File: src/rtl/spi_regslave_pkg.sv
package spi_regslave_pkg;
   localparam int ADDR_W = 6;
   localparam int DATA_W = 8;

   typedef logic [ADDR_W-1:0] reg_addr_t;
   typedef logic [DATA_W-1:0] byte_t;

   localparam reg_addr_t A_ID   = 6'h0F;
   localparam reg_addr_t A_CTRL = 6'h20;
   localparam reg_addr_t A_FILT = 6'h22;
   localparam reg_addr_t A_OSEL = 6'h23;
   localparam reg_addr_t A_STAT = 6'h27;
   localparam reg_addr_t A_OUTH = 6'h28;
   localparam reg_addr_t A_OUTL = 6'h29;

   typedef enum logic {PH_CMD, PH_DATA} phase_e;

   typedef struct packed {
      logic      rd;
      logic      inc;
      reg_addr_t addr;
   } cmd_t;
endpackage

File: src/rtl/spi_sync.sv
module spi_sync #(
   parameter int   STAGES  = 2,
   parameter logic RST_VAL = 1'b0
) (
   input  logic clk,
   input  logic rst_n,
   input  logic d,
   output logic q
);
   if (STAGES < 1) begin : g_bad_stages
      $error("spi_sync: STAGES must be at least 1");
   end

   if (STAGES == 1) begin : g_single
      logic q_r;
      always_ff @(posedge clk or negedge rst_n) begin
         if (!rst_n) q_r <= RST_VAL;
         else        q_r <= d;
      end
      assign q = q_r;
   end else begin : g_chain
      logic [STAGES-1:0] chain;
      always_ff @(posedge clk or negedge rst_n) begin
         if (!rst_n) chain <= {STAGES{RST_VAL}};
         else        chain <= {chain[STAGES-2:0], d};
      end
      assign q = chain[STAGES-1];
   end
endmodule

File: src/rtl/spi_frame.sv
module spi_frame
   import spi_regslave_pkg::*;
(
   input  logic      clk,
   input  logic      rst_n,
   input  logic      cs_s,
   input  logic      sclk_s,
   input  logic      sdi_s,
   input  byte_t     rd_data,
   output reg_addr_t rd_addr,
   output logic      wr_en,
   output reg_addr_t wr_addr,
   output byte_t     wr_data,
   output logic      tx_bit,
   output logic      drive
);
   localparam int CNT_W = $clog2(DATA_W);
   localparam logic [CNT_W-1:0] LAST_BIT = CNT_W'(DATA_W - 1);

   logic             sclk_d;
   logic             rise, fall;
   logic [CNT_W-1:0] bit_cnt;
   phase_e           phase;
   cmd_t             cmd_q;
   logic [DATA_W-2:0] rx;
   byte_t            tx;
   byte_t            byte_in;
   logic             byte_done;
   reg_addr_t        next_addr;

   assign rise      = ~cs_s &  sclk_s & ~sclk_d;
   assign fall      = ~cs_s & ~sclk_s &  sclk_d;
   assign byte_in   = {rx, sdi_s};
   assign byte_done = rise && (bit_cnt == LAST_BIT);
   assign next_addr = cmd_q.inc ? cmd_q.addr + 1'b1 : cmd_q.addr;

   // Address whose contents are loaded at the next byte boundary
   assign rd_addr = (phase == PH_CMD) ? byte_in[ADDR_W-1:0] : next_addr;

   assign wr_en   = byte_done && (phase == PH_DATA) && !cmd_q.rd;
   assign wr_addr = cmd_q.addr;
   assign wr_data = byte_in;

   always_ff @(posedge clk or negedge rst_n) begin
      if (!rst_n) sclk_d <= 1'b1;
      else        sclk_d <= sclk_s;
   end

   always_ff @(posedge clk or negedge rst_n) begin
      if (!rst_n) begin
         bit_cnt <= '0;
         phase   <= PH_CMD;
         cmd_q   <= '0;
         rx      <= '0;
         tx      <= '0;
         tx_bit  <= 1'b0;
         drive   <= 1'b0;
      end else if (cs_s) begin
         bit_cnt <= '0;
         phase   <= PH_CMD;
         tx_bit  <= 1'b0;
         drive   <= 1'b0;
      end else begin
         if (rise) begin
            rx      <= byte_in[DATA_W-2:0];
            bit_cnt <= bit_cnt + 1'b1;
            if (byte_done) begin
               tx <= rd_data;
               if (phase == PH_CMD) begin
                  cmd_q <= byte_in;
                  phase <= PH_DATA;
               end else begin
                  cmd_q.addr <= next_addr;
               end
            end
         end
         if (fall && (phase == PH_DATA) && cmd_q.rd) begin
            tx_bit <= tx[DATA_W-1];
            tx     <= {tx[DATA_W-2:0], 1'b0};
            drive  <= 1'b1;
         end
      end
   end
endmodule

File: src/rtl/spi_regbank.sv
module spi_regbank
   import spi_regslave_pkg::*;
#(
   parameter byte_t ID_VALUE = 8'hD1,
   parameter byte_t CTRL_RST = 8'h00,
   parameter byte_t FILT_RST = 8'h00,
   parameter byte_t OSEL_RST = 8'h00
) (
   input  logic        clk,
   input  logic        rst_n,
   input  logic        wr_en,
   input  reg_addr_t   wr_addr,
   input  byte_t       wr_data,
   input  reg_addr_t   rd_addr,
   output byte_t       rd_data,
   input  logic [15:0] sample_in,
   input  byte_t       status_in,
   output byte_t       ctrl_o,
   output byte_t       filt_o,
   output byte_t       osel_o
);
   localparam int NRW = 3;
   localparam reg_addr_t [NRW-1:0] RW_ADDR = {A_OSEL, A_FILT, A_CTRL};
   localparam byte_t     [NRW-1:0] RW_RST  = {OSEL_RST, FILT_RST, CTRL_RST};

   byte_t [NRW-1:0] rw_q;

   for (genvar g = 0; g < NRW; g++) begin : g_rw
      always_ff @(posedge clk or negedge rst_n) begin
         if (!rst_n)                            rw_q[g] <= RW_RST[g];
         else if (wr_en && wr_addr == RW_ADDR[g]) rw_q[g] <= wr_data;
      end
   end

   assign ctrl_o = rw_q[0];
   assign filt_o = rw_q[1];
   assign osel_o = rw_q[2];

   always_comb begin
      unique case (rd_addr)
         A_ID:    rd_data = ID_VALUE;
         A_CTRL:  rd_data = rw_q[0];
         A_FILT:  rd_data = rw_q[1];
         A_OSEL:  rd_data = rw_q[2];
         A_STAT:  rd_data = status_in;
         A_OUTH:  rd_data = sample_in[15:8];
         A_OUTL:  rd_data = sample_in[7:0];
         default: rd_data = '0;
      endcase
   end
endmodule

File: src/rtl/spi_regslave.sv
module spi_regslave
   import spi_regslave_pkg::*;
#(
   parameter int    SYNC_STAGES = 2,
   parameter int    MODE_BIT    = 0,
   parameter byte_t ID_VALUE    = 8'hD1,
   parameter byte_t CTRL_RST    = 8'h00,
   parameter byte_t FILT_RST    = 8'h00,
   parameter byte_t OSEL_RST    = 8'h00
) (
   input  logic        clk,
   input  logic        rst_n,
   input  logic        cs_n,
   input  logic        sclk,
   input  logic        sdi,
   output logic        sdo,
   output logic        sdo_oe,
   output logic        dio_out,
   output logic        dio_oe,
   input  logic [15:0] sample_in,
   input  logic [7:0]  status_in,
   output logic [7:0]  ctrl_o,
   output logic [7:0]  filt_o,
   output logic [7:0]  osel_o
);
   if (MODE_BIT < 0 || MODE_BIT >= DATA_W) begin : g_bad_mode_bit
      $error("spi_regslave: MODE_BIT outside the control register");
   end

   logic      cs_s, sclk_s, sdi_s;
   logic      wr_en, tx_bit, drive, three_wire;
   reg_addr_t rd_addr, wr_addr;
   byte_t     rd_data, wr_data;

   spi_sync #(.STAGES(SYNC_STAGES), .RST_VAL(1'b1)) u_sync_cs (
      .clk(clk), .rst_n(rst_n), .d(cs_n), .q(cs_s));
   spi_sync #(.STAGES(SYNC_STAGES), .RST_VAL(1'b1)) u_sync_sclk (
      .clk(clk), .rst_n(rst_n), .d(sclk), .q(sclk_s));
   spi_sync #(.STAGES(SYNC_STAGES), .RST_VAL(1'b0)) u_sync_sdi (
      .clk(clk), .rst_n(rst_n), .d(sdi), .q(sdi_s));

   spi_frame u_frame (
      .clk(clk), .rst_n(rst_n), .cs_s(cs_s), .sclk_s(sclk_s), .sdi_s(sdi_s),
      .rd_data(rd_data), .rd_addr(rd_addr),
      .wr_en(wr_en), .wr_addr(wr_addr), .wr_data(wr_data),
      .tx_bit(tx_bit), .drive(drive));

   spi_regbank #(
      .ID_VALUE(ID_VALUE), .CTRL_RST(CTRL_RST),
      .FILT_RST(FILT_RST), .OSEL_RST(OSEL_RST)
   ) u_regs (
      .clk(clk), .rst_n(rst_n),
      .wr_en(wr_en), .wr_addr(wr_addr), .wr_data(wr_data),
      .rd_addr(rd_addr), .rd_data(rd_data),
      .sample_in(sample_in), .status_in(status_in),
      .ctrl_o(ctrl_o), .filt_o(filt_o), .osel_o(osel_o));

   assign three_wire = ctrl_o[MODE_BIT];
   assign sdo        = tx_bit;
   assign dio_out    = tx_bit;
   assign sdo_oe     = drive & ~three_wire;
   assign dio_oe     = drive &  three_wire;
endmodule

File: config.mk
export PLATFORM = sky130hd
export DESIGN_NAME = spi_regslave
export DESIGN_NICKNAME = d
export VERILOG_FILES = /design/src/rtl/spi_regslave_pkg.sv /design/src/rtl/spi_sync.sv /design/src/rtl/spi_frame.sv /design/src/rtl/spi_regbank.sv /design/src/rtl/spi_regslave.sv
export SDC_FILE = /design/constraint.sdc
export NUM_CORES = 1
export LEC_CHECK = 0
export CELL_PAD_IN_SITES_DETAIL_PLACEMENT = 1
export CELL_PAD_IN_SITES_GLOBAL_PLACEMENT = 2
export CORE_ASPECT_RATIO = 0.8
export CORE_MARGIN = 2
export CORE_UTILIZATION = 31
export CTS_CLUSTER_SIZE = 20
export DETAILED_ROUTE_END_ITERATION = 7
export GPL_TIMING_DRIVEN = 0
export PLACE_DENSITY_LB_ADDON = 0.08
export SLEW_MARGIN = 20
export SYNTH_ARGS = -nofsm -noshare
export SYNTH_HDL_FRONTEND = slang
export SYNTH_SLANG_ARGS = --single-unit
export TNS_END_PERCENT = 30
File: constraint.sdc
create_clock -name clk -period 2.44 [get_ports clk]
set_clock_uncertainty 0.2 [all_clocks]
set_input_delay 0.488 -clock clk [delete_from_list [all_inputs] [get_ports clk]]
set_output_delay 0.488 -clock clk [all_outputs]
set_load 0.01 [all_outputs]
---- Word level (Yosys, flattened, before mapping) ----
Index checks and enable logic that the tools add are counted.
word-level totals
  bits in registers ....................... 60
  bits in latches ......................... 0
  RAM bits ................................ 0
  bits in read-only memories .............. 0
  input port bits ......................... 29
  output and inout bits ................... 28
  word-level logic and storage cells ...... 74
  memories ................................ 0
cells by class
  $add $sub $neg .......................... 2
  multipliers ............................. 0
  div/mod/pow operators ................... 0
  $lt $le $gt $ge ......................... 0
  eq/ne operators ......................... 11
  shift-type cells ........................ 0
  multiplexer cells ....................... 15
  bitwise gates (word level) .............. 11
  reductions and logical operators ........ 19
operators by type and width
  cell                 count
  $pmux 8 s7           1
  $eq 6x6->1 const B   9
  $mux 8               3
  $mux 6               2
  $reduce_bool 2->1    5
  $logic_and 1x1->1    8
  $mux 1               7
  $add 6x1->6 const B  1
  $and 1x1->1          6
  $eq 6x4->1 const B   1
  $mux 3               2
  $reduce_and 3->1     2
  $not 1->1            5
  $reduce_and 2->1     2
  $reduce_and 4->1     1
  $add 3x1->3 const B  1
  $eq 3x3->1 const B   1
  $logic_not 1->1      1

---- Longest topological paths before layout ----
  depth after elaboration ................. 8
  gate-level depth with buffers ........... 10
  mapped depth without buffers ............ 8

---- Cells and area by module ----
From an unflattened synthesis, not the netlist that was laid out.
second synthesis, totals
  cells, all modules ...................... 259
  area total of the unflattened synthesis .. 3245.6 sq um
by module, submodules not included
  module                    times used  cells an instance  area each (sq um)  seq. area each (sq um)
  spi_frame                 1           140                1627.8             752.0
  spi_regbank               1           110                1438.9             600.6
  spi_sync (u_sync_cs ...)  2           2                  52.6               52.6
  spi_sync (u_sync_sdi)     1           2                  50.0               50.0
  spi_regslave              1           3                  23.8               0.0

---- Worst setup path after synthesis ----
OpenSTA, ideal clock, no wires.
  path kind ............................... register -> register
  from .................................... register u_frame.cmd_q, in the netlist u_frame.wr_addr[1]
  to ...................................... register u_frame.tx[1]
  setup time .............................. 0.087 ns
  arrival time ............................ 2.116 ns
  required time ........................... 2.153 ns
  setup slack ............................. 0.037 ns
  cell stages (with the launch flop) ...... 8
  buffers on the path ..................... 0
  period minus slack after synthesis ...... 2.403 ns
  cell sequence ........................... dfrtp_1 ha_1 and4_1 mux2_2 a211o_1 a21oi_2 o31ai_4 a22oi_1
on the way
  word-level cells in the longest chain between the ends .. 8
  elaborated cells between the ends (all ways) .. 14
  those cells by class .................... 1 x add/sub; 7 x eq/ne; 6 x mux
ends and longest elaborated chain
  element                                          RTL line           source
  from (decl)                                      spi_frame.sv:24    cmd_t cmd_q;
  from (signal assigned)                           spi_frame.sv:70    cmd_q <= byte_in;
  $add 6x1->6                                      spi_frame.sv:35    assign next_addr = cmd_q.inc ? cmd_q.addr + 1'b1 : cmd_q.addr;
  $mux 6 *                                         spi_frame.sv:35
  $mux 6 *                                         spi_frame.sv:38    assign rd_addr = (phase == PH_CMD) ? byte_in[ADDR_W-1:0] : next_addr;
  $eq 6x6->1 / $eq 6x4->1 (equally long branches)  spi_regbank.sv:40  unique case (rd_addr)
  $pmux 8 s7 *                                     spi_regbank.sv:40
  $mux 8 *                                         spi_frame.sv:67    if (byte_done) begin
  $mux 8 *                                         spi_frame.sv:64    if (rise) begin
  $mux 8 *                                         spi_frame.sv:77    if (fall && (phase == PH_DATA) && cmd_q.rd) begin
  to (signal assigned)                             spi_frame.sv:68    tx <= rd_data;
  to (signal assigned)                             spi_frame.sv:79    tx <= {tx[DATA_W-2:0], 1'b0};
  to (decl)                                        spi_frame.sv:26    byte_t tx;
Mark *: on every way between the ends. The rest lies on a longest branch, timed or not. The select of a mux whose other input is x is not followed.
A chain may end at the register's enable or synchronous reset.

---- Worst setup path in the final report ----
  from .................................... register u_frame.cmd_q, in the netlist u_frame.wr_addr[0]
  to ...................................... register u_frame.tx[5]
The elaborated chain is that of the path after synthesis.

==> impl_results.md <==
- Outcome: finished, violations left
- Failing checks: negative setup slack
- Syn_nets: 353
- Global route hottest layer: met2
- Die ar.: 11900 um2
- Synthesized area per cell: about 11 um2
- Max Freq: 0.406 GHz
- Slowest cell delay on critical path: between 0.3 and 0.4 ns
- Setup TNS: -0.104 ns
- First-pass GRT wire length: roughly 18000 um
- CTS sink cnt: 60
- Layout cells sized above 1: around 37%
- Synth Flop Type: dfrtp_1
- Syn Inst Count: 319
- CP arrival: ~2.5 ns
- CTS tree: done
- Total track usage: about a fifth
- Final cell count without fillers: between 500 and 600
- RSZ-0062 raised after global routing: true
- Die extent in x: 121 um
- Multi-input gate area in the final layout: 2050 um2
- Largest net degree at the start of global routing: 48
- Crit-path slowest cell: dfrtp_1
- Crit end category: flip-flop
- Slew @ Worst Pin: a little over 0.5 ns
- Asr flop ratio synth: 100%
- First DRT Iteration DRCs: 127
- CP Data Required Time: 2.49 ns
- # DRC: 0
- DIE HEIGHT: just under 100 um
- Clock Tree Buf Depth: 2
- Pwr Density: ~590 nW/um2
- Initial antenna violation count: 0
- H-Tree Depth: 3
- Post-synthesis sequential area ratio: 44.1%
- Finished Core Util: 47.1%
- Final worst setup slack: -0.0227 ns
- Routed len/inst: slightly above 20 um
- Max Cap Viol: 0
- DP Area: roughly 4200 um2
- Worst Hold Class: flip-flop to flip-flop
- Number of synthesized flops with an enable pin: 0
- Starting Density: between 30% and 40%
- IO Count: 57
- Peak VDD IR: roughly 320 uV
- Met1 usage: 29.4%
- Max-slew violation count: 0
- PortBufs: 56
- Worst Hold Depth: 0
- Via count of the first global-routing pass: between 3000 and 4000
- Ys Warns: 0
- Core Box Area: between 10000 and 15000 um2
- FF+latch area: between 1500 and 2000 um2
- Synth cell types: 58
- Critical Path, Cell by Cell: buf_6, inv_4, ha_4, mux2_4, a21oi_4, buf_12, buf_6, nor3b_4, o31ai_4, buf_12, a22oi_2
- Clock slew at reported path FFs: around 0.06 ns
- # fillers: ~1200
- Placed instance count: 520
- Min Tclk post-route: between 2 and 2.5 ns
- CP startpoint kind: flip-flop
- Worst slew margin: approximately two thirds
- Worst skew pair latency: roughly 0.33 ns
- Initial DRT Pass Iterations: 4
- Routed WL: roughly 12000 um
- Global routing usage on met2: between 30% and 40%
- Fin crit share: 101%
- Worst r2r path cells: 11
- Finished Cell Area: 5090 um2
- Total CTS buffers: 9
- Setup violators final: 7
- #FFs+latches synth: 60
- Row count: 34
- Fin nets: around 450
- RePlAce Congestion: between 0.8 and 0.9
- CTS root buf: clkbuf_16
- Synthesized area: between 3000 and 4000 um2
- Endpoints failing hold: 0
- Vias per Instance: ~5.3
- Met3 usage in global routing: about 4.6%
- Area grow syn2layout: 48.9%
- Ant diodes: 0
- Crit Path Max Fanout: 8
- Crit Path Class: flip-flop to flip-flop
- Gr ovfl total: 0
- Dpl hpwl: 8180 um
- Antenna Nets Post-Route: 0
- P_leak: roughly 0.0022 uW
- Vias: 2989
cell type report:
type / count / area share (%)
clock buffers: 10 / 4.69
plain buffers: 14 / 2.02
well taps: 144 / 3.54
multi-input cells: 219 / 40.3
clock inverters: 6 / 0.934
repair buffers: 88 / 16.9
flip-flops and latches: 60 / 29.7
inverters: 26 / 1.97
cells in the final DEF (no fill, tap or decap), types with 4 or more instances in the layout:
cell and count:
nor3_1 7, nand2_1 12, nand2_4 5, and2_1 4, a211oi_1 13, o211ai_1 4, mux2_2 27, nor3_2 5
o21ai_0 10, inv_1 25, buf_4 32, nor3b_1 4, a22oi_2 5, clkdlybuf4s50_1 55, dfrtp_1 53, mux2i_1 7
o22ai_1 5, a21boi_0 4, dfstp_2 5, nor4_2 4, clkbuf_16 9, a21oi_4 4, buf_2 4, a21oi_1 4
clkinvlp_4 4, a22oi_1 9, nor2_1 11, buf_6 4
state kept, by name, indices dropped and copies added, names as in the netlist:
signal	cells
u_frame.tx	8
u_regs.ctrl_o	8
u_regs.filt_o	8
u_regs.osel_o	8
u_frame.rx	7
u_frame.wr_addr	6
u_frame.bit_cnt	3
u_frame.cmd_q	2
u_sync_cs.g_chain.chain	2
u_sync_sclk.g_chain.chain	2
u_sync_sdi.g_chain.chain	2
u_frame.drive	1
u_frame.phase	1
u_frame.sclk_d	1
u_frame.tx_bit	1
where the power goes:
group	switching [uW]	internal, uW
clock network	495	721
logic	354	296
registers	79.2	1050
total	929	2070
worst max-delay path: cells and delay by family, from the launching register on:
family	cells	cell delay [ns]
AOI/OAI and AO/OA	3	0.42
DFF	1	0.39
buffers and inverters	5	0.62
adders and majority gates	1	0.20
muxes	1	0.30
and+or+nand+nor	1	0.24
metal layers:
layer / vias to the layer above / routed length (um)
li1: 1378 / -
met1: 1516 / 5730
met2: 75 / 5040
met3: 20 / 521
met4: 0 / 235
met5: - / 0
cell families (layout without fill, tap and decap cells):
logic type | count (synthesis) | in the layout | share of synthesized area [%]
AND/OR/NAND/NOR | 91 | 91 | 17.5
multiplexers | 43 | 43 | 13.7
XOR/XNOR | 5 | 5 | 1.28
AO/OA/AOI/OAI | 75 | 75 | 16.3
adder cells (fa/ha/maj) | 5 | 5 | 1.83
flip-flops | 60 | 60 | 44.1
buffers and inverters | 40 | 144 | 5.27
worst paths after layout:
kind	slack [ns]	start	endpoint
worst min register to register	0.16	u_sync_cs.g_chain.chain[0]	u_sync_cs.g_chain.chain[1]
worst max-delay path	-0.02	u_frame.wr_addr[0]	u_frame.tx[5]
worst min-delay path	0.16	u_sync_cs.g_chain.chain[0]	u_sync_cs.g_chain.chain[1]
max in group asynchronous	1.12	rst_n	u_sync_cs.g_chain.chain[0]
worst max register to register	-0.02	u_frame.wr_addr[0]	u_frame.tx[5]
min in group asynchronous	0.36	rst_n	u_regs.ctrl_o[6]
synthesized netlist by cell type (2+ instances only):
| library cell | n | area share (%) |
|---|---|---|
| o211ai_1 | 4 | 0.88 |
| inv_1 | 26 | 2.9 |
| dfrtp_1 | 55 | 40 |
| xnor2_1 | 2 | 0.51 |
| nand2_1 | 12 | 1.3 |
| nand2b_1 | 3 | 0.55 |
| a31oi_1 | 2 | 0.37 |
| mux2_1 | 3 | 0.99 |
| nand3_1 | 4 | 0.59 |
| or2b_1 | 2 | 0.44 |
| ha_1 | 5 | 1.8 |
| o21ai_1 | 4 | 0.59 |
| a21boi_0 | 4 | 0.88 |
| a211oi_1 | 13 | 2.9 |
| buf_2 | 9 | 1.3 |
| buf_4 | 3 | 0.66 |
| a21oi_1 | 5 | 0.73 |
| a21oi_2 | 2 | 0.51 |
| a221oi_1 | 3 | 0.77 |
| mux2i_1 | 12 | 3.5 |
| nor2b_1 | 5 | 0.92 |
| a22oi_1 | 14 | 3.1 |
| nor3_1 | 12 | 1.8 |
| xor2_1 | 3 | 0.77 |
| nor3b_1 | 6 | 1.3 |
| dfstp_2 | 5 | 3.8 |
| and4_1 | 2 | 0.51 |
| o22ai_1 | 6 | 1.1 |
| o21ai_0 | 10 | 1.5 |
| nor3_2 | 2 | 0.59 |
| and3b_1 | 2 | 0.51 |
| nand2_4 | 4 | 1.3 |
| nor4_1 | 8 | 1.5 |
| nor2_1 | 13 | 1.4 |
| mux2_2 | 28 | 9.2 |
| and2_1 | 4 | 0.73 |
metrics by stage:
step | hold WS [ns] | setup WS (ns) | power [uW]
floorplan | -0.00759 | 0.0366 | 1390
global placement | 0.135 | -1.48 | 1600
detailed placement | 0.148 | -0.636 | 1610
CTS | 0.157 | -0.0927 | 2990
global route | 0.161 | -0.0964 | 3140
finish | 0.156 | -0.0227 | 3000
timing repair:
| action | 4_1_cts | 5_1_grt |
|---|---|---|
| pin swaps | 12 | 8 |
| endpoints found under the hold margin | 13 | 0 |
| endpoints found under the setup margin | 32 | 21 |
| buffers inserted | 19 | 12 |
| gates resized for setup | 46 | 27 |
| gates cloned | 0 | 0 |
| hold buffers | 1 | 0 |
(Power assumes the default switching activity.)
